`src/rtl/spi_seq_pkg.sv`:
```
package spi_seq_pkg;
  typedef enum logic [2:0] {
    A_MODE = 3'd0,
    A_CMD  = 3'd1,
    A_EVT  = 3'd2,
    A_TXD  = 3'd3,
    A_RXD  = 3'd4
  } reg_addr_e;

  localparam int EV_TNF     = 8;
  localparam int EV_RNE     = 9;
  localparam int EV_DON     = 14;
  localparam int EV_TXE     = 15;
  localparam int EV_CNT_LSB = 24;
  localparam int MODE_EN    = 31;
  localparam int CMD_CS_LSB = 30;
  localparam logic [15:0] MAX_LEN_M1 = 16'hFFEF;

  typedef enum logic [2:0] {
    S_IDLE, S_FETCH, S_SEND, S_WAIT, S_PUSH
  } seq_state_e;
endpackage

```
`src/rtl/spi_seq_fifo.sv`:
```
module spi_seq_fifo #(
  parameter int W     = 32,
  parameter int DEPTH = 8,
  localparam int AW   = $clog2(DEPTH),
  localparam int CW   = $clog2(DEPTH + 1)
) (
  input  logic          clk_i,
  input  logic          rst_ni,
  input  logic          flush_i,
  input  logic          push_i,
  input  logic [W-1:0]  wdata_i,
  input  logic          pop_i,
  output logic [W-1:0]  rdata_o,
  output logic          full_o,
  output logic          empty_o,
  output logic [CW-1:0] count_o
);
  logic [W-1:0]  mem [DEPTH];
  logic [AW-1:0] wptr, rptr;
  logic [CW-1:0] count;
  logic do_push, do_pop;

  assign full_o  = (count == CW'(DEPTH));
  assign empty_o = (count == '0);
  assign do_push = push_i && !full_o && !flush_i;
  assign do_pop  = pop_i && !empty_o && !flush_i;
  assign rdata_o = mem[rptr];
  assign count_o = count;

  function automatic logic [AW-1:0] nxt(logic [AW-1:0] p);
    return (p == AW'(DEPTH - 1)) ? '0 : p + AW'(1);
  endfunction

  always_ff @(posedge clk_i or negedge rst_ni) begin
    if (!rst_ni) begin
      wptr <= '0; rptr <= '0; count <= '0;
    end else if (flush_i) begin
      wptr <= '0; rptr <= '0; count <= '0;
    end else begin
      if (do_push) wptr <= nxt(wptr);
      if (do_pop)  rptr <= nxt(rptr);
      count <= count + CW'(do_push) - CW'(do_pop);
    end
  end

  always_ff @(posedge clk_i) begin
    if (do_push) mem[wptr] <= wdata_i;
  end

  assert_drop_full_R8: assert property (@(posedge clk_i) disable iff (!rst_ni)
    (push_i && full_o && !pop_i && !flush_i) |=> $stable(count));
endmodule

```
`src/rtl/spi_seq_engine.sv`:
```
module spi_seq_engine
  import spi_seq_pkg::*;
#(
  parameter int CS_BITS = 2,
  parameter int LEN_W   = 16,
  localparam int NCS    = 1 << CS_BITS
) (
  input  logic               clk_i,
  input  logic               rst_ni,
  input  logic               abort_i,
  input  logic               start_i,
  input  logic [CS_BITS-1:0] cs_idx_i,
  input  logic [LEN_W-1:0]   len_m1_i,
  input  logic [31:0]        tx_word_i,
  input  logic               tx_empty_i,
  output logic               tx_pop_o,
  output logic [31:0]        rx_word_o,
  output logic [2:0]         rx_nbytes_o,
  output logic               rx_push_o,
  input  logic               rx_full_i,
  output logic               done_o,
  output logic [NCS-1:0]     cs_n_o,
  output logic               ser_valid_o,
  output logic [7:0]         ser_byte_o,
  input  logic               ser_ready_i,
  input  logic               ser_rx_valid_i,
  input  logic [7:0]         ser_rx_byte_i
);
  seq_state_e state;
  logic [CS_BITS-1:0] cs_sel;
  logic [LEN_W-1:0]   rem_m1;
  logic [31:0]        tx_shift, rx_shift;
  logic [1:0]         tx_idx;
  logic [2:0]         rx_idx;
  logic               last_q;

  assign tx_pop_o    = (state == S_FETCH) && (tx_idx == 2'd0) && !tx_empty_i;
  assign ser_valid_o = (state == S_SEND);
  assign ser_byte_o  = tx_shift[31:24];
  assign rx_push_o   = (state == S_PUSH) && !rx_full_i;
  assign rx_word_o   = rx_shift;
  assign rx_nbytes_o = rx_idx;
  assign done_o      = rx_push_o && last_q;

  for (genvar i = 0; i < NCS; i++) begin : g_cs
    assign cs_n_o[i] = !((state != S_IDLE) && (cs_sel == CS_BITS'(i)));
  end

  always_ff @(posedge clk_i or negedge rst_ni) begin
    if (!rst_ni) begin
      state <= S_IDLE; cs_sel <= '0; rem_m1 <= '0; tx_shift <= '0;
      rx_shift <= '0; tx_idx <= '0; rx_idx <= '0; last_q <= 1'b0;
    end else if (abort_i) begin
      state <= S_IDLE;
    end else begin
      unique case (state)
        S_IDLE: if (start_i) begin
          state <= S_FETCH; cs_sel <= cs_idx_i; rem_m1 <= len_m1_i;
          tx_idx <= '0; rx_idx <= '0; rx_shift <= '0; last_q <= 1'b0;
        end
        S_FETCH: begin
          if (tx_idx == 2'd0) tx_shift <= tx_empty_i ? '0 : tx_word_i;
          state <= S_SEND;
        end
        S_SEND: if (ser_ready_i) begin
          tx_shift <= {tx_shift[23:0], 8'h00};
          tx_idx   <= tx_idx + 2'd1;
          state    <= S_WAIT;
        end
        S_WAIT: if (ser_rx_valid_i) begin
          rx_shift <= rx_shift | ({ser_rx_byte_i, 24'h0} >> {rx_idx[1:0], 3'b000});
          rx_idx   <= rx_idx + 3'd1;
          last_q   <= (rem_m1 == '0);
          if (rem_m1 != '0) rem_m1 <= rem_m1 - LEN_W'(1);
          state    <= ((rem_m1 == '0) || (rx_idx == 3'd3)) ? S_PUSH : S_FETCH;
        end
        S_PUSH: if (!rx_full_i) begin
          rx_shift <= '0;
          rx_idx   <= '0;
          state    <= last_q ? S_IDLE : S_FETCH;
        end
        default: state <= S_IDLE;
      endcase
    end
  end

  assert_one_cs_R3: assert property (@(posedge clk_i) disable iff (!rst_ni)
    $onehot0(~cs_n_o));
  assert_valid_cs_R3: assert property (@(posedge clk_i) disable iff (!rst_ni)
    ser_valid_o |-> (cs_n_o != '1));
  assert_byte_stable_R4: assert property (@(posedge clk_i) disable iff (!rst_ni)
    (ser_valid_o && !ser_ready_i) |=> (!ser_valid_o || $stable(ser_byte_o)));
endmodule

```
`src/rtl/spi_txn_seq.sv`:
```
module spi_txn_seq
  import spi_seq_pkg::*;
#(
  parameter int TX_DEPTH = 8,
  parameter int RX_DEPTH = 4,
  parameter int CS_BITS  = 2,
  localparam int NCS     = 1 << CS_BITS,
  localparam int TXC_W   = $clog2(TX_DEPTH + 1),
  localparam int RXC_W   = $clog2(RX_DEPTH + 1),
  localparam int CNT_W   = 6
) (
  input  logic           clk_i,
  input  logic           rst_ni,
  input  logic           reg_we_i,
  input  logic           reg_re_i,
  input  logic [2:0]     reg_addr_i,
  input  logic [31:0]    reg_wdata_i,
  output logic [31:0]    reg_rdata_o,
  output logic [NCS-1:0] cs_n_o,
  output logic           ser_valid_o,
  output logic [7:0]     ser_byte_o,
  input  logic           ser_ready_i,
  input  logic           ser_rx_valid_i,
  input  logic [7:0]     ser_rx_byte_i
);
  logic en_q, done_q, txe_q;
  logic [5:0] txthr_q, rxthr_q;
  logic [CNT_W-1:0] rx_bytes;

  logic wr_mode, wr_cmd, wr_evt, wr_txd, rd_rxd, abort, flush, start;
  assign wr_mode = reg_we_i && (reg_addr_i == A_MODE);
  assign wr_cmd  = reg_we_i && (reg_addr_i == A_CMD);
  assign wr_evt  = reg_we_i && (reg_addr_i == A_EVT);
  assign wr_txd  = reg_we_i && (reg_addr_i == A_TXD);
  assign rd_rxd  = reg_re_i && (reg_addr_i == A_RXD);
  assign abort   = wr_mode && !reg_wdata_i[MODE_EN];
  assign flush   = abort || !en_q;
  assign start   = wr_cmd && en_q && (reg_wdata_i[15:0] <= MAX_LEN_M1);

  logic [31:0] tx_head;
  logic tx_full, tx_empty, tx_pop;
  logic [TXC_W-1:0] tx_count;
  logic [34:0] rx_head, rx_in;
  logic rx_full, rx_empty, rx_push;
  logic [RXC_W-1:0] unused_rx_count;
  logic [31:0] eng_rx_word;
  logic [2:0]  eng_rx_nb;
  logic eng_done;

  assign rx_in = {eng_rx_nb, eng_rx_word};

  spi_seq_fifo #(.W(32), .DEPTH(TX_DEPTH)) u_tx_fifo (
    .clk_i, .rst_ni, .flush_i(flush), .push_i(wr_txd), .wdata_i(reg_wdata_i),
    .pop_i(tx_pop), .rdata_o(tx_head), .full_o(tx_full), .empty_o(tx_empty),
    .count_o(tx_count));

  spi_seq_fifo #(.W(35), .DEPTH(RX_DEPTH)) u_rx_fifo (
    .clk_i, .rst_ni, .flush_i(flush), .push_i(rx_push), .wdata_i(rx_in),
    .pop_i(rd_rxd), .rdata_o(rx_head), .full_o(rx_full), .empty_o(rx_empty),
    .count_o(unused_rx_count));

  spi_seq_engine #(.CS_BITS(CS_BITS), .LEN_W(16)) u_engine (
    .clk_i, .rst_ni, .abort_i(abort), .start_i(start),
    .cs_idx_i(reg_wdata_i[CMD_CS_LSB +: CS_BITS]), .len_m1_i(reg_wdata_i[15:0]),
    .tx_word_i(tx_head), .tx_empty_i(tx_empty), .tx_pop_o(tx_pop),
    .rx_word_o(eng_rx_word), .rx_nbytes_o(eng_rx_nb), .rx_push_o(rx_push),
    .rx_full_i(rx_full), .done_o(eng_done), .cs_n_o(cs_n_o),
    .ser_valid_o, .ser_byte_o, .ser_ready_i, .ser_rx_valid_i, .ser_rx_byte_i);

  logic rx_pop_ok, txe_set;
  logic [CNT_W-1:0] add_b, sub_b;
  assign rx_pop_ok = rd_rxd && !rx_empty;
  assign add_b   = rx_push ? CNT_W'(eng_rx_nb) : '0;
  assign sub_b   = rx_pop_ok ? CNT_W'(rx_head[34:32]) : '0;
  assign txe_set = tx_pop && !flush && (tx_count == TXC_W'(1)) && !wr_txd;

  always_ff @(posedge clk_i or negedge rst_ni) begin
    if (!rst_ni) begin
      en_q <= 1'b0; txthr_q <= '0; rxthr_q <= '0;
      done_q <= 1'b0; txe_q <= 1'b0; rx_bytes <= '0;
    end else begin
      if (wr_mode) begin
        en_q    <= reg_wdata_i[MODE_EN];
        txthr_q <= reg_wdata_i[13:8];
        rxthr_q <= reg_wdata_i[5:0];
      end
      rx_bytes <= flush ? '0 : rx_bytes + add_b - sub_b;
      // set wins over a same-cycle write-1 clear
      done_q <= eng_done || (done_q && !(wr_evt && reg_wdata_i[EV_DON]));
      txe_q  <= txe_set  || (txe_q  && !(wr_evt && reg_wdata_i[EV_TXE]));
    end
  end

  always_comb begin
    reg_rdata_o = '0;
    unique case (reg_addr_i)
      A_MODE: reg_rdata_o = {en_q, 17'h0, txthr_q, 2'b00, rxthr_q};
      A_EVT: begin
        reg_rdata_o[EV_CNT_LSB +: CNT_W] = rx_bytes;
        reg_rdata_o[EV_TNF] = !tx_full;
        reg_rdata_o[EV_RNE] = !rx_empty;
        reg_rdata_o[EV_DON] = done_q;
        reg_rdata_o[EV_TXE] = txe_q;
      end
      A_RXD:   reg_rdata_o = rx_empty ? '0 : rx_head[31:0];
      default: reg_rdata_o = '0;
    endcase
  end

  assert_cs_off_disabled_R10: assert property (@(posedge clk_i) disable iff (!rst_ni)
    !en_q |-> (cs_n_o == '1));
  assert_rxcnt_bound_R7: assert property (@(posedge clk_i) disable iff (!rst_ni)
    rx_bytes <= CNT_W'(4 * RX_DEPTH));
  assert_done_release_R9: assert property (@(posedge clk_i) disable iff (!rst_ni)
    $rose(done_q) |-> (cs_n_o == '1));
endmodule

```
`config.mk`:
```
export PLATFORM = sky130hd
export DESIGN_NAME = spi_txn_seq
export DESIGN_NICKNAME = d
export VERILOG_FILES = /design/src/rtl/spi_seq_pkg.sv /design/src/rtl/spi_seq_fifo.sv /design/src/rtl/spi_seq_engine.sv /design/src/rtl/spi_txn_seq.sv
export SDC_FILE = /design/constraint.sdc
export NUM_CORES = 1
export LEC_CHECK = 0
export ABC_AREA = 1
export BUFFER_PORTS_ARGS = -buffer_cell sky130_fd_sc_hd__buf_2
export CORE_MARGIN = 5
export CORE_UTILIZATION = 40
export DETAILED_ROUTE_END_ITERATION = 8
export SLEW_MARGIN = 15
export SYNTH_ARGS = -nofsm -noshare
export SYNTH_HDL_FRONTEND = slang
export SYNTH_HIERARCHICAL = 1
export SYNTH_SLANG_ARGS = --single-unit
```
`constraint.sdc`:
```
create_clock -name clk_i -period 8.05 [get_ports clk_i]
set_input_delay 1.61 -clock clk_i [delete_from_list [all_inputs] [get_ports clk_i]]
set_output_delay 1.61 -clock clk_i [all_outputs]
set_load 0.02 [all_outputs]
```
==> results.md <==
* Outcome: finished, final reports clean
* Min setup slack post-route at 3180 ps
* Startpoint Class: input pin
* Seq pwr share at 47.3%
* Initial DRT Pass Iterations at 5
* Layout cell share with drive strength beyond 1 at 10.5%
* Worst hold margin at 494 ps
* Layout Utilization at 45.1%
* Final count of pins violating max slew at 0
* Resized cells post-CTS at 0
* Power share of the combinational group at 17.1%
* Number of setup buffers added after CTS at 0
* Congestion Overflow GR at 0
* Critical Path RT at 6440 ps
* Total GRT Usage at 17.9%
* Reg2reg end: rx_bytes[4]
* Final min period at 4870 ps
* Final Cycle Share at 60.5%
* Most frequent cells in the layout: 687 x nand2_1, 438 x inv_1, 396 x edfxtp_1
* Synth area leader: edfxtp_1
* Syn Nets at 2578
* CP max FO at 23
* Pin count of the biggest net entering global routing at 109
* Endpoint class of the critical path: primary output
* Port buffer count at 93
* Clk pin slew, worst setup/hold paths at 60 ps
* TritonCTS buffer count at 56
* Final hold viol count at 0
* Final antenna-violating net count at 0
* Die height at 257 um
* DR vias at 16693
* CTS tree: yes
* # Max-Cap Violations at 0
* Clock network fraction of design power at 35.6%
* FF-to-FF path depth at 15
* CP arrival at 3260 ps
* Mapped Cells at 2496
* H-tree Lvls at 2
* Internal at 5.15 mW
* Yosys reg bits at 525
* Setup crit end: reg_rdata_o[19]
* Class of the most critical setup path: input pin to primary output
* Synth top area cells: edfxtp_1 49%, dfrtp_1 13%, nand2_1 11%, inv_1 6.8%, nand3_1 3.9%
* Hold-fix buffers, CTS at 0
* Initial core utilization at 40.4%
* Dpl hpwl at 36.0 mm
* Boundary Pins at 94
* RePlAce Congestion at 0.857
* Post-synth top area share at 48.9%
* Routed vias/inst at 4.93
* Post-route DRC at 0
* CP startpoint: reg_addr_i[1]
* Ys Warns at 6
* Register area share after synthesis at 62.2%
* Worst skew pair latency at 630 ps
* FILL cells at 5621
* Post-Syn Area at 24300 sq um
* Min-Delay Path Class: register to register
* Antenna violations before repair at 6
* Max VDD drop at 0.000224 V
* Drt wl/cell at 17.7 um
* Final setup violation count at 0
* Die area at 65800 sq um
* Most common cell after layout, fill and taps aside: nand2_1
* Unique masters post-synth at 42
* Worst slack at placement at 3170 ps
* P_sw at 2.20 mW
* Mean Syn Cell Area at 9.75 sq um
* FMAX at 205 MHz
* Die Width at 257 um
* Core footprint at 60200 sq um
* Nets at 2640
* First-pass GRT wire length at 93.4 mm
* R2r setup slk at 4620 ps
* Max_slew headroom at 24.8%
* Clock Path Buffers at 3
* Num rows at 90
* Critical R2R Launch: u_rx_fifo/rptr[0]
* Clk_skew at 42.4 ps
* Worst Tran Pin Value at 1130 ps
* Clock Tree Root: clkbuf_16
* Vias in the first global route at 16265
* Net switching fraction of the power at 29.9%
* Drt total wl at 60.1 mm
* RSZ-0062 raised after global routing: false
* Leak at 12.2 nW
* Clock Sinks at 525
* PD cells at 270 nW/um^2
* DR iter-0 viols at 1375
* Post-Route Setup TNS at 0 ps
* Area delta synth->final at 11.7%
-- power groups by stage --
stage                     Combinational, mW  Sequential, mW  Clock (mW)
after floorplan                       0.991            3.43           0
after global placement                 1.21            3.51           0
after detailed placement               1.25            3.52           0
after CTS                              1.25            3.47        2.68
after global routing                   1.41            3.51        2.79
final                                  1.25            3.47        2.62
-- cells in the mapped netlist --
library cell,n
a21o_1,1
a21oi_1,83
a21oi_2,10
a22o_1,20
a22oi_1,19
buf_1,9
buf_2,34
buf_4,18
buf_6,31
clkbuf_1,22
clkbuf_2,1
clkinv_1,3
dfrtp_1,129
edfxtp_1,396
fa_1,5
ha_1,28
inv_1,438
inv_2,9
inv_4,1
mux2_2,6
nand2_1,687
nand2_2,6
nand2_4,6
nand3_1,191
nand3_2,4
nand3_4,1
nand3b_1,3
nand4_1,10
nor2_1,169
nor2_2,2
nor2_4,5
nor2_8,2
nor3_1,15
nor3_2,1
nor3_4,1
nor3b_1,2
o211ai_1,37
o21ai_0,70
o21ai_1,17
o22ai_1,1
xnor2_1,2
xor2_1,1
-- cell type report --
| class | instances | area, sq um | area share, % |
|---|---|---|---|
| Clock inverter | 31 | 394 | 1.45 |
| Multi-Input combinational cell | 1405 | 6800 | 25.0 |
| Antenna cell | 2 | 5.00 | 0.0184 |
| Inverter | 451 | 1700 | 6.25 |
| Clock buffer | 74 | 1500 | 5.52 |
| Timing Repair Buffer | 119 | 667 | 2.45 |
| Tap cell | 782 | 978 | 3.60 |
| Sequential cell | 525 | 15100 | 55.7 |
-- worst min-delay path by stage --
stage	startpoint	endpoint	slack, ps	cells after the start
detailed placement	txe_q	txe_q	480	2
CTS	txe_q	txe_q	500	2
global placement	done_q	done_q	470	1
floorplan	txe_q	txe_q	450	2
global route	done_q	done_q	520	1
finish	txe_q	txe_q	490	2
-- flip-flops by register name (all words and copies together) (netlist names), 2 cells and up --
| signal | flops |
|---|---|
| u_rx_fifo/count_o | 3 |
| u_rx_fifo/mem | 140 |
| u_rx_fifo/wptr | 2 |
| u_engine/rx_nbytes_o | 3 |
| u_engine/state | 3 |
| u_tx_fifo/rptr | 3 |
| rxthr_q | 6 |
| txthr_q | 6 |
| u_engine/cs_sel | 2 |
| u_engine/rx_word_o | 32 |
| u_engine/tx_shift | 32 |
| u_tx_fifo/mem | 256 |
| u_tx_fifo/count_o | 4 |
| u_rx_fifo/rptr | 2 |
| u_tx_fifo/wptr | 3 |
| u_engine/tx_idx | 2 |
| u_engine/rem_m1 | 16 |
| rx_bytes | 6 |
-- critical path, stage by stage --
cell and delay, ps:
buf_2 140, nor2_4 150, nand2_2 90, nor2_4 530, inv_2 330, nor2_1 210
buf_2 190
-- cells by family (layout without fill, tap and decap cells) --
logic type      after synthesis  in the layout  share of synthesized area, %
compound gates              258            258                          6.36
xor+xnor                      3              3                         0.108
fa+ha+maj                    33             33                          1.85
buf+inv                     566            675                          10.2
flops                       525            525                          62.2
mux                           6              6                         0.278
other cells                   0              2                             0
simple gates               1105           1105                          19.1
-- per-stage QoR --
stage                     total power, mW  cell area (sq um)  std cells
final                                7.34              27200       3389
after global routing                 7.70              27200       3387
after CTS                            7.40              27200       3387
after detailed placement             4.77              25300       3282
after global placement               4.72              25300       3282
after floorplan                      4.42              24300       2496
-- layer usage --
layer / global-route usage [%] / vias up / share of wire (%)
met1: 24.5 / 7987 / 44
met5: 0 / - / 0.038
met2: 29.5 / 479 / 47
met3: 3.97 / 83 / 7.4
li1: - / 8140 / -
met4: 3.79 / 4 / 1.9
No activity file was read; power rests on OpenSTA's default activity.
